$ cat src/rtl/pic_pkg.sv
`timescale 1ns/1ps
package pic_pkg;
  localparam int unsigned PRIO_W = 4;
  localparam int unsigned GRP_W  = 3;
  localparam int unsigned ADDR_W = 5;
  localparam int unsigned DATA_W = 32;

  typedef logic [PRIO_W-1:0] prio_t;
  typedef logic [GRP_W-1:0]  grp_t;
  typedef logic [ADDR_W-1:0] addr_t;

  localparam addr_t A_ENA_SET  = 5'h00;
  localparam addr_t A_ENA_CLR  = 5'h01;
  localparam addr_t A_PND_SET  = 5'h02;
  localparam addr_t A_PND_CLR  = 5'h03;
  localparam addr_t A_ACTIVE   = 5'h04;
  localparam addr_t A_SWTRIG   = 5'h05;
  localparam addr_t A_GROUP    = 5'h06;
  localparam int unsigned PRIO_BASE = 16;

  // upper part of a priority after dropping the sub-priority bits
  function automatic prio_t preempt_of(prio_t p, grp_t g);
    int s;
    s = (int'(g) > int'(PRIO_W)) ? int'(PRIO_W) : int'(g);
    return prio_t'(p >> s);
  endfunction
endpackage

$ cat src/rtl/pic_src.sv
`timescale 1ns/1ps
module pic_src #(
  parameter int unsigned NUM_LINES = 8
) (
  input  logic                 clk,
  input  logic                 rst_n,
  input  logic [NUM_LINES-1:0] irq_in,
  output logic [NUM_LINES-1:0] rise
);
  logic [NUM_LINES-1:0] hist_q;

  always_ff @(posedge clk or negedge rst_n) begin
    if (!rst_n) hist_q <= '0;
    else        hist_q <= irq_in;
  end

  assign rise = irq_in & ~hist_q;
endmodule

$ cat src/rtl/pic_regs.sv
`timescale 1ns/1ps
module pic_regs import pic_pkg::*; #(
  parameter  int unsigned NUM_LINES = 8,
  localparam int unsigned IDX_W = (NUM_LINES > 1) ? $clog2(NUM_LINES) : 1
) (
  input  logic                              clk,
  input  logic                              rst_n,
  input  logic                              reg_we,
  input  addr_t                             reg_addr,
  input  logic [DATA_W-1:0]                 reg_wdata,
  output logic [DATA_W-1:0]                 reg_rdata,
  input  logic [NUM_LINES-1:0]              edge_set,
  input  logic                              ack_fire,
  input  logic [IDX_W-1:0]                  ack_id,
  input  logic                              done_fire,
  input  logic [IDX_W-1:0]                  done_id,
  output logic [NUM_LINES-1:0]              ena_q,
  output logic [NUM_LINES-1:0]              pend_q,
  output logic [NUM_LINES-1:0]              act_q,
  output logic [NUM_LINES-1:0][PRIO_W-1:0]  prio_q,
  output grp_t                              grp_q
);
  logic [NUM_LINES-1:0] wbits;
  logic [NUM_LINES-1:0] trig_vec, ack_vec, done_vec, prio_sel;
  logic                 wr_ena_set, wr_ena_clr, wr_pnd_set, wr_pnd_clr, wr_trig, wr_grp;

  assign wbits      = reg_wdata[NUM_LINES-1:0];
  assign wr_ena_set = reg_we && (reg_addr == A_ENA_SET);
  assign wr_ena_clr = reg_we && (reg_addr == A_ENA_CLR);
  assign wr_pnd_set = reg_we && (reg_addr == A_PND_SET);
  assign wr_pnd_clr = reg_we && (reg_addr == A_PND_CLR);
  assign wr_trig    = reg_we && (reg_addr == A_SWTRIG);
  assign wr_grp     = reg_we && (reg_addr == A_GROUP);

  // per-line decode of the number-addressed events
  for (genvar i = 0; i < NUM_LINES; i++) begin : g_line
    assign trig_vec[i] = wr_trig && (reg_wdata == DATA_W'(i));
    assign ack_vec[i]  = ack_fire && (ack_id == IDX_W'(i));
    assign done_vec[i] = done_fire && (done_id == IDX_W'(i));
    assign prio_sel[i] = reg_we && (reg_addr == ADDR_W'(PRIO_BASE + i));

    always_ff @(posedge clk or negedge rst_n) begin
      if (!rst_n)          prio_q[i] <= '0;
      else if (prio_sel[i]) prio_q[i] <= reg_wdata[PRIO_W-1:0];
    end
  end

  logic [NUM_LINES-1:0] ena_d, pend_d, act_d, pend_clr, pend_set;

  assign pend_clr = (wr_pnd_clr ? wbits : '0) | ack_vec;
  assign pend_set = (wr_pnd_set ? wbits : '0) | trig_vec | edge_set;

  always_comb begin
    ena_d = ena_q;
    if (wr_ena_set) ena_d = ena_d | wbits;
    if (wr_ena_clr) ena_d = ena_d & ~wbits;
    pend_d = (pend_q & ~pend_clr) | pend_set;
    act_d  = (act_q & ~done_vec) | ack_vec;
  end

  always_ff @(posedge clk or negedge rst_n) begin
    if (!rst_n) begin
      ena_q  <= '0;
      pend_q <= '0;
      act_q  <= '0;
      grp_q  <= '0;
    end else begin
      ena_q  <= ena_d;
      pend_q <= pend_d;
      act_q  <= act_d;
      if (wr_grp) grp_q <= reg_wdata[GRP_W-1:0];
    end
  end

  always_comb begin
    reg_rdata = '0;
    case (reg_addr)
      A_ENA_SET, A_ENA_CLR: reg_rdata[NUM_LINES-1:0] = ena_q;
      A_PND_SET, A_PND_CLR: reg_rdata[NUM_LINES-1:0] = pend_q;
      A_ACTIVE:             reg_rdata[NUM_LINES-1:0] = act_q;
      A_GROUP:              reg_rdata[GRP_W-1:0]     = grp_q;
      default: begin
        for (int i = 0; i < NUM_LINES; i++) begin
          if (reg_addr == ADDR_W'(PRIO_BASE + i)) reg_rdata[PRIO_W-1:0] = prio_q[i];
        end
      end
    endcase
  end
endmodule

$ cat src/rtl/pic_arb.sv
`timescale 1ns/1ps
module pic_arb import pic_pkg::*; #(
  parameter  int unsigned NUM_LINES = 8,
  localparam int unsigned IDX_W = (NUM_LINES > 1) ? $clog2(NUM_LINES) : 1
) (
  input  logic [NUM_LINES-1:0]             cand,
  input  logic [NUM_LINES-1:0][PRIO_W-1:0] prio,
  output logic                             found,
  output logic [IDX_W-1:0]                 best_id,
  output prio_t                            best_prio
);
  // strict compare in ascending order keeps the lower index on ties
  always_comb begin
    found     = 1'b0;
    best_id   = '0;
    best_prio = '1;
    for (int i = 0; i < NUM_LINES; i++) begin
      if (cand[i] && (!found || (prio[i] < best_prio))) begin
        found     = 1'b1;
        best_id   = IDX_W'(i);
        best_prio = prio[i];
      end
    end
  end
endmodule

$ cat src/rtl/pic_run.sv
`timescale 1ns/1ps
module pic_run import pic_pkg::*; #(
  parameter int unsigned NUM_LINES = 8
) (
  input  logic [NUM_LINES-1:0]             act,
  input  logic [NUM_LINES-1:0][PRIO_W-1:0] prio,
  input  grp_t                             grp,
  output logic                             idle,
  output prio_t                            level
);
  prio_t pre [NUM_LINES];

  for (genvar i = 0; i < NUM_LINES; i++) begin : g_pre
    assign pre[i] = preempt_of(prio[i], grp);
  end

  always_comb begin
    idle  = 1'b1;
    level = '1;
    for (int i = 0; i < NUM_LINES; i++) begin
      if (act[i]) begin
        idle = 1'b0;
        if (pre[i] < level) level = pre[i];
      end
    end
  end
endmodule

$ cat src/rtl/prio_irq_ctrl.sv
`timescale 1ns/1ps
module prio_irq_ctrl import pic_pkg::*; #(
  parameter  int unsigned NUM_LINES = 8,
  localparam int unsigned IDX_W = (NUM_LINES > 1) ? $clog2(NUM_LINES) : 1
) (
  input  logic                 clk,
  input  logic                 rst_n,
  input  logic [NUM_LINES-1:0] irq_in,
  input  logic                 reg_we,
  input  logic [ADDR_W-1:0]    reg_addr,
  input  logic [DATA_W-1:0]    reg_wdata,
  output logic [DATA_W-1:0]    reg_rdata,
  output logic                 irq_valid,
  output logic [IDX_W-1:0]     irq_id,
  input  logic                 irq_ready,
  input  logic                 done_valid,
  input  logic [IDX_W-1:0]     done_id,
  output logic                 cur_idle,
  output logic [PRIO_W-1:0]    cur_level
);
  logic [NUM_LINES-1:0]             rise;
  logic [NUM_LINES-1:0]             ena_q, pend_q, act_q;
  logic [NUM_LINES-1:0][PRIO_W-1:0] prio_q;
  grp_t                             grp_q;
  logic                             found;
  logic [IDX_W-1:0]                 best_id;
  prio_t                            best_prio, best_pre;
  logic                             ack_fire;

  pic_src #(.NUM_LINES(NUM_LINES)) src_i (
    .clk(clk), .rst_n(rst_n), .irq_in(irq_in), .rise(rise)
  );

  pic_regs #(.NUM_LINES(NUM_LINES)) regs_i (
    .clk(clk), .rst_n(rst_n),
    .reg_we(reg_we), .reg_addr(reg_addr), .reg_wdata(reg_wdata), .reg_rdata(reg_rdata),
    .edge_set(rise),
    .ack_fire(ack_fire), .ack_id(best_id),
    .done_fire(done_valid), .done_id(done_id),
    .ena_q(ena_q), .pend_q(pend_q), .act_q(act_q), .prio_q(prio_q), .grp_q(grp_q)
  );

  pic_arb #(.NUM_LINES(NUM_LINES)) arb_i (
    .cand(pend_q & ena_q), .prio(prio_q),
    .found(found), .best_id(best_id), .best_prio(best_prio)
  );

  pic_run #(.NUM_LINES(NUM_LINES)) run_i (
    .act(act_q), .prio(prio_q), .grp(grp_q),
    .idle(cur_idle), .level(cur_level)
  );

  assign best_pre  = preempt_of(best_prio, grp_q);
  assign irq_valid = found && (cur_idle || (best_pre < cur_level));
  assign irq_id    = best_id;
  assign ack_fire  = irq_valid && irq_ready;
endmodule

$ cat config.mk
export PLATFORM = sky130hd
export DESIGN_NAME = prio_irq_ctrl
export DESIGN_NICKNAME = d
export VERILOG_FILES = /design/src/rtl/pic_pkg.sv /design/src/rtl/pic_src.sv /design/src/rtl/pic_regs.sv /design/src/rtl/pic_arb.sv /design/src/rtl/pic_run.sv /design/src/rtl/prio_irq_ctrl.sv
export SDC_FILE = /design/constraint.sdc
export NUM_CORES = 1
export LEC_CHECK = 0
export BUFFER_PORTS_ARGS = -buffer_cell sky130_fd_sc_hd__buf_2
export CAP_MARGIN = 10
export CORE_ASPECT_RATIO = 0.6
export CORE_MARGIN = 2
export CORE_UTILIZATION = 30
export CTS_BUF_LIST = sky130_fd_sc_hd__clkbuf_2 sky130_fd_sc_hd__clkbuf_4 sky130_fd_sc_hd__clkbuf_8
export CTS_CLUSTER_SIZE = 40
export DETAILED_ROUTE_END_ITERATION = 10
export PLACE_DENSITY = 0.58
export SYNTH_ARGS = -nofsm -noshare
export SYNTH_HDL_FRONTEND = slang
export SYNTH_SLANG_ARGS = --single-unit
$ cat constraint.sdc
create_clock -name clk -period 21.7 [get_ports clk]
set_clock_uncertainty 0.2 [all_clocks]
set_input_delay 4.34 -clock clk [delete_from_list [all_inputs] [get_ports clk]]
set_output_delay 4.34 -clock clk [all_outputs]
set_load 0.01 [all_outputs]
; Yosys cells after proc, flatten, opt, wreduce, memory -nomap -nowiden
; Index checks and enable logic that the tools add are counted.
[totals]
out_inout_bits = 41
regBits = 67
elab_cells = 220
[classes]
order_cmp = 17
reduce_logical = 68
n_bitwise = 15
n_eq_ne = 35
muxes = 63
shifts = 9
[ops]
columns = op, count
row1 = $shr A4 B32 Y4, 7
row2 = $eq A32 B3 Y1 const B, 4
row3 = $mux W4, 32
row4 = $eq A32 B2 Y1 const B, 2
row5 = $lt A4 B4 Y1, 15
row6 = $or A8 B8 Y8, 6
row7 = $logic_and A1 B1 Y1, 47
row8 = $and A8 B8 Y8, 5
row9 = $eq A5 B5 Y1 const B, 8
row10 = $eq A32 B1 Y1 const B, 1
row11 = $logic_not A32 Y1, 1
row12 = $mux W8, 4
row13 = $not A8 Y8, 4
row14 = $eq A3 B3 Y1 const B, 8
row15 = $mux W1, 17
row16 = $eq A5 B3 Y1 const B, 3
row17 = $mux W3, 5
row18 = $eq A3 B2 Y1 const B, 4
row19 = $pmux W3 S4, 1
row20 = $pmux W4 S3, 1
row21 = $eq A5 B2 Y1 const B, 2
row22 = $logic_or A1 B1 Y1, 8
row23 = $shr A4 B3 Y4, 2
row24 = $logic_not A1 Y1, 7
row25 = other kinds (9), 13

; Longest topological paths before layout
; Gate-level depths: netlist of the first run.
[logic_depth]
ltp_word = 40
mapped_depth = 70
depth_no_buf = 69

; Cells and area by module
; From an unflattened synthesis of the first run, not the netlist that was laid out.
[unflattened]
cells_unflattened = 888
area_unflattened_um2 = 7637.3
[modules_own_cells]
columns = module, seq_area_each_um2, n_inst, cells_each, area_per_inst_um2
row1 = pic_regs, 1476.4, 1, 362, 3606.0
row2 = pic_run, 0.0, 1, 280, 2043.2
row3 = pic_arb, 0.0, 1, 193, 1435.1
row4 = pic_src, 200.2, 1, 16, 310.3
row5 = prio_irq_ctrl, 0.0, 1, 37, 242.7

; Least setup slack after synthesis of the first run
; No wires, ideal clock.
[synth_path]
path_type = register to output
startpoint = reg regs_i.pend_q[0]
endpoint = out irq_valid
arrival_time_ns = 12.045
slack_ns = 5.115
n_path_buf = 1
stages_incl_launch_ff = 66
path_cell_list = dfrtp_1 -> nand2_1 -> nor2_1 -> ha_1 -> inv_1 -> a2111o_1 -> o31ai_1 -> nor2_1 -> a21oi_1 -> inv_1 -> ha_1 -> and3_1 -> or3_1 -> buf_1 -> nand2_1 -> nand2_1 -> o21ai_0 -> inv_1 -> [30 not listed] -> ha_1 -> a21o_1 -> a21oi_1 -> nor2_1 -> nor3_1 -> o21a_1 -> a221oi_4 -> mux2_2 -> mux2i_1 -> nor2_1 -> a21oi_1 -> nor2_1 -> ha_1 -> nand3_1 -> o211ai_1 -> o21ai_0 -> nor3_4 -> inv_1
[synth_via]
elab_chain_len = 34
word_cells_on_any_way = 49
cone_classes = 8 x order compare / 1 x shift / 16 x mux / 1 x bitwise / 23 x reduce/logical
[synth_rtl]
columns = item, line_no
row1 = start: declaration, pic_regs.sv:18  ; output logic [NUM_LINES-1:0] pend_q,
row2 = start signal: assignment, pic_regs.sv:69  ; pend_q <= pend_d;
row3 = $and A8 B8 Y8 *, prio_irq_ctrl.sv:44  ; .cand(pend_q & ena_q), .prio(prio_q),
row4 = $mux W4 / $mux W1 (equally long branches), pic_arb.sv:18  ; if (cand[i] && (!found || (prio[i] < best_prio))) begin
row5 = $lt A4 B4 Y1 / $logic_not A1 Y1 (equally long branches), pic_arb.sv:18
row6 = $logic_or A1 B1 Y1, pic_arb.sv:18
row7 = $logic_and A1 B1 Y1, pic_arb.sv:18
row8 = $mux W4 / $mux W1 (equally long branches), pic_arb.sv:18
row9 = $lt A4 B4 Y1 / $logic_not A1 Y1 (equally long branches), pic_arb.sv:18
row10 = $logic_or A1 B1 Y1, pic_arb.sv:18
row11 = [18 not listed], --
row12 = $lt A4 B4 Y1 / $logic_not A1 Y1 (equally long branches), pic_arb.sv:18
row13 = $logic_or A1 B1 Y1, pic_arb.sv:18
row14 = $logic_and A1 B1 Y1, pic_arb.sv:18
row15 = $mux W4, pic_arb.sv:18
row16 = $shr A4 B32 Y4, pic_pkg.sv:25  ; return prio_t'(p >> s);
row17 = $lt A4 B4 Y1, prio_irq_ctrl.sv:54  ; assign irq_valid = found && (cur_idle || (best_pre < cur_level));
row18 = $logic_or A1 B1 Y1, prio_irq_ctrl.sv:54
row19 = $logic_and A1 B1 Y1 *, prio_irq_ctrl.sv:54
row20 = end: declaration, prio_irq_ctrl.sv:13  ; output logic irq_valid,
; Every way passes the cells marked *; elsewhere a longest branch is shown, timed or not.

; Worst setup path after layout of the first run
; Ends and elaborated chain as after synthesis.

==> results of run 1 <==
## synthesized netlist by cell type, types with 4 or more instances
| master | number |
|---|---|
| nand2_1 | 109 |
| a21oi_1 | 79 |
| nor2_1 | 71 |
| dfrtp_1 | 67 |
| inv_1 | 59 |
| o21ai_0 | 51 |
| ha_1 | 44 |
| mux2i_1 | 41 |
| mux2_2 | 35 |
| buf_4 | 24 |
| nor3_1 | 23 |
| and2_1 | 21 |
| clkbuf_1 | 20 |
| nor2b_1 | 17 |
| nand3_1 | 15 |
| o21a_1 | 11 |
| nand2b_1 | 10 |
| a21o_1 | 9 |
| mux4_2 | 9 |
| nor4_1 | 9 |
| a222oi_1 | 8 |
| a22oi_1 | 8 |
| nand3b_1 | 7 |
| nand4_1 | 7 |
| o211ai_1 | 7 |
| a211oi_1 | 6 |
| a22o_1 | 6 |
| and3b_1 | 6 |
| and3_1 | 5 |
| o21ai_1 | 5 |
| a221o_1 | 4 |
| a221oi_1 | 4 |
| o31ai_1 | 4 |
| or3_1 | 4 |
## cell type report
type                            count  share of cell area, %
Timing Repair Buffer               72                  4.670
Clock buffer                       10                  1.668
Clock inverter                      6                  1.747
Multi-Input combinational cell    720                  62.77
Tap cell                          315                  5.003
Sequential cell                    67                  21.28
Inverter                           60                  2.859
## cells in the final DEF, fill, tap and decap left out, types with 5 or more instances in the layout
master	synthesis	routed
mux2i_1	41	41
nand2_1	109	109
mux4_2	9	9
o21ai_0	51	51
inv_1	59	59
a222oi_1	8	8
nand4_1	7	7
nand3_1	15	15
and3b_1	6	6
a22oi_1	8	8
nand2b_1	10	10
ha_1	44	44
nor2_1	71	71
nand3b_1	7	7
a22o_1	6	6
and2_1	21	21
nor4_1	9	9
nor3_1	23	23
nor2b_1	17	17
o21ai_1	5	5
o211ai_1	7	7
o21a_1	11	11
a21oi_1	79	79
a211oi_1	6	6
mux2_2	35	35
a21o_1	9	9
buf_2	1	69
conb_1	1	24
dfrtp_1	67	67
clkbuf_8	0	9
and3_1	5	5
## worst min path at each step
stage	endpoint	cells after the start
floorplan	regs_i.pend_q[7]	2
global placement	flop	2
detailed placement	flop	2
CTS	regs_i.pend_q[7]	2
global route	flop	2
finish	regs_i.pend_q[7]	2
## report_power, final
group	switching (mW)	internal (mW)	total, mW
clock network	0.0579	0.0897	0.148
registers	0.0717	0.153	0.224
logic	0.487	0.318	0.806
## routing by layer
layer	up-vias	part of all wire, %	routed length [um]	global-route usage [%]
li1	3261	-	-	-
met1	3392	50	12380	31.58
met2	372	37	9212	26.49
met3	11	13	3108	7.966
met4	0	0.34	84	1.976
met5	-	0	0	0
## cells by family after synthesis
logic type,count (synthesis),synth area share [%]
simple gates,320,22.38
compound gates,243,23.88
xor+xnor,1,0.1246
fa+ha+maj,46,8.114
mux,86,14.54
flops,67,23.84
buf+inv,108,7.064
other cells,1,0.05333
## tightest hold or removal path, delay by kind of cell (launching register included)
family / cells / cell delay, ns
AO/OA/AOI/OAI: 1 / 0.06
flip-flops: 1 / 0.40
AND/OR/NAND/NOR: 1 / 0.06
## stage by stage
step / hold WS, ns / setup slack [ns] / util [%] / instance area [um^2] / cells
finish: 0.3574 / 2.580 / 34.13 / 7878 / 1250
global route: 0.3807 / 1.264 / 34.13 / 7878 / 1250
CTS: 0.3560 / 2.830 / 34.13 / 7878 / 1250
detailed placement: 0.3436 / 3.286 / 32.96 / 7609 / 1234
global placement: 0.3318 / 3.698 / 32.96 / 7609 / 1234
floorplan: 0.3095 / 5.115 / - / 7118 / 895
==> impl_results.md, run 1 <==
* Max Root-Sink Buffers at 2
* Max frequency at 52.30 MHz
* RSZ-0062 raised after global routing: false
* Die H at roughly 120 um
* Top_reg_cell synth: dfrtp_1
* CP required at around 17 ns
* Worst-Margin Slew at 1.121 ns
* Share of cells above drive strength 1 at between 10% and 20%
* Number of H-tree branching levels at 3
* Iter 0 DRT Violations at between 700 and 800
* R2r worst-path depth at 65
* #FFs+latches synth at 67
* Nets at approximately 1.0k
* Mapped Area at between 0.007 and 0.008 mm^2
* Clock Sinks at 67
* Rows at 43
* Drt total wl at roughly 25,000 um
* Crit-path leading delay family: compound AO/OA/AOI/OAI gates
* Critical path destination: irq_valid
* Post-route total power at about 1.2 mW
* Register area share after synthesis at between 20% and 30%
* Max Slew Vio Count at 0
* R2R Path Start: regs_i.pend_q[0]
* DIE WIDTH at approximately 200 um
* Register area at 0.001677 mm^2
* Global-route wire length before repair at 38,360 um
* Gr usage total at roughly a fifth
* Critical path origin: regs_i.pend_q[0]
* Final setup viols at 0
* First drt pass iteration count at 5
* Critical Path AT at 14.58 ns
* Setup CP Type: flop to primary output
* Worst Hold Class: flop to flop
* CP max-delay cell: a211oi_4
* Cts repair resizes at 0
* Post-synth EDFFs at 0
* Worst path depth at 65
* Critical Path End Type: primary output
* Max-Cap Viols at 0
* CTS tree: done
* Netlist cell types at 79
* Slew margin rel. at 24.68%
* P_leak at about 3.6 nW
* Mapped Cells at between 800 and 900
* Mean post-synth cell area at about 8.1 um^2
* Final Critical Period at approximately 19 ns
* Die Area at approximately 0.025 mm^2
* Largest net degree at the start of global routing at 68
* Cell taking the most area after synthesis: dfrtp_1
* Antenna Diode Count at 0
* Number of global-route vias before repair at approximately 6.5k
* Post-route setup TNS at 0 ns
* Largest fanout on the critical path at 9
* Max rail drop VDD at 0.09487 mV
* Total CTS buffers at 9
* Detail Route Antenna Nets at 0
* Hold Path Origin: regs_i.pend_q[7]
* Synth top area cells: dfrtp_1 24%, ha_1 7.8%, mux2i_1 5.8%, nand2_1 5.8%, a21oi_1 5.6%
* Crit path buffers/inverters at 7
* Share of the synthesized area in the top cell type at 23.84%
* Asr flop ratio synth at between 90% and 100%
* R2r setup slk at about 7.0 ns
* Final-report hold violation count at 0
* Filler cells at approximately 2.4k
* FF-to-FF End: regs_i.act_q[3]
* Hpwl dp at between 15,000 and 20,000 um
* Global placement routability congestion at between 0.9 and 1
* Initial core utilization at 30.47%
* Post-CTS Setup Bufs at 0
* Via count at around 7.0k
* Core Region at 0.02308 mm^2
* Initial antenna violation count at 0
* P&R area growth vs syn at 12.03%
* Root Buffer Master: clkbuf_8
* Clk pin slew, worst setup/hold paths at about 0.090 ns
* Most used cell, CP: ha_1
* Multi-input combinational cell area at between 0.004 and 0.005 mm^2
* Vias/cell at roughly 5.6
* Clock latency on the worst-skew pair at roughly 0.38 ns
* CP Launch Type: flop
* Yosys warns at 0
* Final worst path period share at between 80% and 90%
* DRC at 0
* Power Density at 149.5 mW/mm^2
* Drt wl/cell at roughly 20 um
* Top Ports at 94
* Outcome: completed
* GR Overflow Total at 0
* Crit-path max cell delay at roughly 0.54 ns
* Hold_buf cts at 0
* Port Buf Inserts at 69
Note: power is estimated with default switching activity, not from simulation.
==> inputs of run 2 (changes only) <==
Settings changed: RECOVER_POWER set to 25.
==> run 2 against run 1 <==
- the run now ends with capacitance limit, slew limit left
- largest cell class unchanged
- sequential power about the same
- die area unchanged
- wire length up 0.28%
- cell area down 0.14%
- sequential share of layout area about the same
- via count down 0.38%
- first-iteration DRC count down 4.6%
- total power about the same
- hold slack better by 0.0016 ns
- largest power group unchanged
==> impl_results.md, run 2 (synthesis gave the netlist of run 1 again) <==
* Outcome: complete, but fails checks (was completed)
* Failing checks: capacitance limit, slew limit
* Final Critical Period at 19.16 ns (was 19.12 ns)
* Critical Path End Type: primary output (unchanged)
* Clock Sinks at 67 (unchanged)
* Commonest non-fill, non-tap cells in the layout: 109 x nand2_1, 79 x a21oi_1, 71 x nor2_1 (unchanged)
* Post-route setup TNS at 0 ns (unchanged)
* Gr usage total at 20.36% (unchanged)
* Top Ports at 94 (unchanged)
* DRC at 0 (unchanged)
* Hold_buf cts at 0 (unchanged)
* P&R area growth vs syn at 11.87% (was 12.03%)
* Total CTS buffers at 9 (unchanged)
* Critical path origin: regs_i.pend_q[0] (unchanged)
* Drt wl/cell at 19.88 um (was 19.83 um)
* Placed Area at 0.007609 mm^2 (unchanged)
* Worst Hold Class: flop to flop (unchanged)
* R2r setup slk at 6.91 ns (was 6.96 ns)
* Clk pin slew, worst setup/hold paths at 0.09 ns (about the same)
* Global placement routability congestion at 0.9444 (unchanged)
* Met3 Usage GRT at 7.966% (unchanged)
* Crit-path max cell delay at 0.54 ns (about the same)
* Antenna Diode Count at 0 (unchanged)
* Hold Path Origin: regs_i.pend_q[7] (unchanged)
* R2R Path Start: regs_i.pend_q[0] (unchanged)
* R2r worst-path depth at 66 (was 65)
* Hold path endpoint: regs_i.pend_q[7] (unchanged)
* Worst-Margin Slew at 3.777 ns (was 1.121 ns)
* Nets at 1,027 (unchanged)
* Die H at 122.6 um (unchanged)
* Global-route wire length before repair at 38,360 um (unchanged)
* Max Slew Vio Count at 68 (was 0)
* Setup CP Type: flop to primary output (unchanged)
* GR Overflow Total at 0 (unchanged)
* Rows at 43 (unchanged)
* Final setup viols at 0 (unchanged)
* First drt pass iteration count at 8 (was 5)
* Most common cell after layout, fill and taps aside: nand2_1 (unchanged)
* Iter 0 DRT Violations at 727 (was 762)
* Hpwl dp at 19,810 um (unchanged)
* Post-CTS Setup Bufs at 0 (unchanged)
* Root Buffer Master: clkbuf_8 (unchanged)
* Grt met1 use at 31.58% (unchanged)
* Max frequency at 52.19 MHz (was 52.30 MHz)
* Max-Cap Viols at 1 (was 0)
* DIE WIDTH at 201.7 um (unchanged)
* CP Launch Type: flop (unchanged)
* Max rail drop VDD at 0.09488 mV (was 0.09487 mV)
* Via count at 7,009 (was 7,036)
* Top Usage Layer GRT: met1 (unchanged)
* Vias/cell at 5.607 (was 5.629)
* CP max-delay cell: a211oi_4 (unchanged)
* Post-route core utilization at 34.08% (was 34.13%)
* Port Buf Inserts at 69 (unchanged)
* Slew margin rel. at -151.8% (was 24.68%)
* RSZ-0062 raised after global routing: false (unchanged)
* Cts repair resizes at 0 (unchanged)
* Die Area at 0.02472 mm^2 (unchanged)
* Largest fanout on the critical path at 9 (unchanged)
* CTS tree: done (unchanged)
* Most used cell, CP: ha_1 (unchanged)
* Drt total wl at 24,850 um (was 24,780 um)
* Final-report hold violation count at 0 (unchanged)
* Initial core utilization at 30.47% (unchanged)
* Fin cells at 1,250 (unchanged)
* Hold depth at 2 (unchanged)
* Met2 Usage GRT at 26.49% (unchanged)
* Core Region at 0.02308 mm^2 (unchanged)
* Critical Path AT at 14.62 ns (was 14.58 ns)
* Share of cells above drive strength 1 at 15.72% (was 16.47%)
* DP Cell Count at 1,234 (unchanged)
* Max Root-Sink Buffers at 2 (unchanged)
* FF-to-FF End: regs_i.pend_q[1] (was regs_i.act_q[3])
* Power Density at 149.8 mW/mm^2 (was 149.5 mW/mm^2)
* Initial antenna violation count at 0 (unchanged)
* Number of H-tree branching levels at 3 (unchanged)
* P_leak at 3.538 nW (was 3.558 nW)
* Clock latency on the worst-skew pair at 0.38 ns (about the same)
* Finished Cell Area at 0.007866 mm^2 (was 0.007878 mm^2)
* Final worst path period share at 88.30% (was 88.11%)
* Post-route total power at 1.179 mW (was 1.178 mW)
* Largest net degree at the start of global routing at 68 (unchanged)
* Detail Route Antenna Nets at 0 (unchanged)
* CP required at 17.16 ns (about the same)
* Number of global-route vias before repair at 6,476 (unchanged)
-- run 2: changes by cell type in the layout (fill, tap and decap cells not counted) --
| cell | before | now |
|---|---|---|
| clkbuf_1 | 0 | 7 |
| buf_4 | 3 | 2 |
| buf_2 | 69 | 63 |
-- run 2: worst max path at each step --
stage / end / slack, ns / cells after the start
after floorplan: irq_valid / 5.12 / 65
after global placement: irq_valid / 3.70 / 65
after detailed placement: irq_valid / 3.29 / 65
after CTS: irq_valid / 2.83 / 65
after global routing: irq_valid / 1.26 / 65
final: irq_valid / 2.54 / 65
-- run 2: area by class of cell --
| cell class | instances | area (um^2) |
|---|---|---|
| sequential | 67 | 1677 |
| tap | 315 | 394.1 |
| timing repair buffer | 72 | 356.6 |
| multi-input combinational | 720 | 4945 |
| inverter | 60 | 225.2 |
| clock buffer | 10 | 131.4 |
| fill | 2452 | 15210 |
| clock inverter | 6 | 137.6 |
-- run 2: worst max-delay path: cells and delay by family (launching register included) --
family	cells	cell delay (ns)
compound gates	24	5.81
fa+ha+maj	8	2.35
buf+inv	7	0.64
flops	1	0.47
mux	3	0.84
simple gates	23	4.14
-- run 2: per-stage QoR --
stage,setup WS [ns],hold slack (ns)
finish,2.539,0.3590
CTS,2.830,0.3560
global route,1.264,0.3807
global placement,3.698,0.3318
floorplan,5.115,0.3095
detailed placement,3.286,0.3436
-- run 2: routing by layer --
metal | vias to the layer above | share of wire (%)
li1 | 3266 | -
met1 | 3356 | 50
met2 | 374 | 37
met3 | 13 | 13
met4 | 0 | 0.45
met5 | - | 0
-- run 2: report_power, final --
group | internal, mW | total [mW] | switching [mW]
sequential | 0.153 | 0.225 | 0.0718
combinational | 0.318 | 0.806 | 0.488
clock | 0.0897 | 0.148 | 0.0579
total | 0.561 | 1.18 | 0.618
==> inputs of run 3 (changes only) <==
Settings changed: CORE_MARGIN 2 to not set.
==> run 3 against run 2 <==
- the flow still finishes with violations (capacitance limit, slew limit)
- utilization increased by 0.46 points
- sequential cell count is the same
- clock power decreased by 32%
- critical path depth did not move
- global-route usage rose by 0.94 points
- cell area shrank 1.2%
- setup slack improved by 0.082 ns
- final cell count fell by 0.56%
- die area is 2.6% lower
- sequential share of layout area up 0.26 points
- non-clock buffer count is the same
- total power decreased by 4.6%
- largest cell class unchanged
- largest power group unchanged
==> impl_results.md, run 3 (synthesis gave the netlist of run 1 again) <==
* Switch Pwr at 606.4 uW (was 618.1 uW)
* Detail Route Antenna Nets at 0 (unchanged)
* RSZ-0062 raised after global routing: false (unchanged)
* Drt total wl at 25,110 um (was 24,850 um)
* Number of global-route vias before repair at 6,404 (was 6,476)
* Final worst path period share at 87.92% (was 88.30%)
* Filler cells at 2,442 (was 2,452)
* Root Buffer Master: clkbuf_8 (unchanged)
* Final setup viols at 0 (unchanged)
* Worst Hold Class: flop to flop (unchanged)
* Share of cells above drive strength 1 at 15.94% (was 15.72%)
* FF-to-FF End: regs_i.pend_q[1] (unchanged)
* R2r worst-path depth at 66 (unchanged)
* Die Area at 0.02408 mm^2 (was 0.02472 mm^2)
* Final-report hold violation count at 0 (unchanged)
* DIE WIDTH at 199.7 um (was 201.7 um)
* Critical path origin: regs_i.pend_q[0] (unchanged)
* Clk pwr share at 8.9% (was 12.5%)
* Critical path destination: irq_valid (unchanged)
* Internal at 518.1 uW (was 560.5 uW)
* Hold_buf cts at 0 (unchanged)
* Total CTS buffers at 9 (unchanged)
* Most common cell after layout, fill and taps aside: nand2_1 (unchanged)
* Vias/cell at 5.562 (was 5.607)
* Max rail drop VDD at 0.09816 mV (was 0.09488 mV)
* Commonest non-fill, non-tap cells in the layout: 109 x nand2_1, 79 x a21oi_1, 71 x nor2_1 (unchanged)
* Max-Cap Viols at 1 (unchanged)
* Post-route setup TNS at 0 ns (unchanged)
* Finished Cell Area at 0.007770 mm^2 (was 0.007866 mm^2)
* Nets at 1,027 (unchanged)
* Core Region at 0.02249 mm^2 (was 0.02308 mm^2)
* Global placement routability congestion at 0.9376 (was 0.9444)
* Slew margin rel. at -151.9% (was -151.8%)
* Via count at 6,914 (was 7,009)
* Post-CTS Setup Bufs at 0 (unchanged)
* Outcome: complete, but fails checks (unchanged)
* Global-route wire length before repair at 38,310 um (was 38,360 um)
* Fin cells at 1,243 (was 1,250)
* DRC at 0 (unchanged)
* Final Critical Period at 19.08 ns (was 19.16 ns)
* Clock latency on the worst-skew pair at 0.37 ns (was 0.38 ns)
* CTS tree: done (unchanged)
* Antenna Diode Count at 0 (unchanged)
* Register area at 0.001677 mm^2 (unchanged)
* Sequential Power Share at 19.9% (was 19.1%)
* Number of H-tree branching levels at 3 (unchanged)
* Post-route total power at 1.124 mW (was 1.179 mW)
* Multi-input combinational cell area at 0.004945 mm^2 (unchanged)
* GR Overflow Total at 0 (unchanged)
* Critical Path End Type: primary output (unchanged)
* DP Cell Count at 1,227 (was 1,234)
* First drt pass iteration count at 6 (was 8)
* Switching share of power at 53.93% (was 52.44%)
* Rows at 42 (was 43)
* Initial core utilization at 31.26% (was 30.47%)
* Iter 0 DRT Violations at 672 (was 727)
* Combinational share of power at 71.1% (was 68.4%)
* Cts repair resizes at 0 (unchanged)
* Hpwl dp at 20,010 um (was 19,810 um)
* Critical Path AT at 14.54 ns (was 14.62 ns)
* Initial antenna violation count at 0 (unchanged)
* Placed Area at 0.007600 mm^2 (was 0.007609 mm^2)
* Worst-Margin Slew at 3.778 ns (was 3.777 ns)
* Largest net degree at the start of global routing at 68 (unchanged)
* R2r setup slk at 7.01 ns (was 6.91 ns)
* CP max-delay cell: a211oi_4 (unchanged)
* Power Density at 144.7 mW/mm^2 (was 149.8 mW/mm^2)
* Max Slew Vio Count at 68 (unchanged)
* Most used cell, CP: ha_1 (unchanged)
* Port Buf Inserts at 69 (unchanged)
* Drt wl/cell at 20.20 um (was 19.88 um)
* R2R Path Start: regs_i.pend_q[0] (unchanged)
* CP Launch Type: flop (unchanged)
* P&R area growth vs syn at 10.50% (was 11.87%)
* Die H at 120.6 um (was 122.6 um)
* Largest fanout on the critical path at 9 (unchanged)
* Top Ports at 94 (unchanged)
* Setup CP Type: flop to primary output (unchanged)
* Hold_ws at 0.3514 ns (was 0.3590 ns)
* Clk pin slew, worst setup/hold paths at 0.08 ns (was 0.09 ns)
* Clock Sinks at 67 (unchanged)
* P_leak at 3.502 nW (was 3.538 nW)
* Gr usage total at 21.30% (was 20.36%)
* Max Root-Sink Buffers at 2 (unchanged)
* CP required at 17.16 ns (about the same)
* Crit-path max cell delay at 0.56 ns (was 0.54 ns)
* Max frequency at 52.41 MHz (was 52.19 MHz)
* Failing checks: capacitance limit, slew limit (unchanged)
[run 3: routing by layer]
metal | wire length (um) | up-vias | global-route usage [%] | share of wire, %
met5 | 0 | - | 0 | 0
met4 | 214 | 0 | 2.815 | 0.85
met2 | 9137 | 345 | 26.63 | 36
li1 | - | 3256 | - | -
met3 | 2940 | 19 | 6.667 | 12
met1 | 12820 | 3294 | 34.58 | 51
[run 3: final cells by class]
class | count | area share [%]
Clock inverter | 4 | 0.3382
Sequential cell | 67 | 21.58
Inverter | 60 | 2.899
Clock buffer | 12 | 1.965
Tap cell | 308 | 4.960
Timing Repair Buffer | 72 | 4.622
Multi-Input combinational cell | 720 | 63.64
[run 3: worst min path at each step]
stage	end	from	cells past startpoint	slack, ns
floorplan	regs_i.pend_q[7]	regs_i.pend_q[7]	2	0.31
global placement	regs_i.pend_q[7]	regs_i.pend_q[7]	2	0.33
detailed placement	regs_i.pend_q[7]	regs_i.pend_q[7]	2	0.34
CTS	regs_i.pend_q[7]	regs_i.pend_q[7]	2	0.35
global route	flop	flop	2	0.38
finish	regs_i.pend_q[7]	regs_i.pend_q[7]	2	0.35
[run 3: worst max-delay path, delay by kind of cell, from the launching register on]
| family | cells | cell delay (ns) |
|---|---|---|
| and+or+nand+nor | 23 | 4.11 |
| DFF | 1 | 0.45 |
| buffers and inverters | 7 | 0.66 |
| AOI/OAI and AO/OA | 24 | 5.76 |
| adders and majority gates | 8 | 2.37 |
| muxes | 3 | 0.79 |
[run 3: power groups by stage]
stage / sequential, mW / clock [mW] / combinational [mW]
finish: 0.224 / 0.100 / 0.800
global route: 0.228 / 0.107 / 0.890
CTS: 0.221 / 0.102 / 0.791
detailed placement: 0.223 / 0 / 0.786
global placement: 0.222 / 0 / 0.779
floorplan: 0.183 / 0 / 0.603
[run 3: per-stage QoR]
step / utilization [%] / setup WS (ns)
after floorplan: - / 5.115
after global placement: 33.79 / 3.643
after detailed placement: 33.79 / 3.315
after CTS: 34.59 / 2.862
after global routing: 34.55 / 1.556
final: 34.55 / 2.621
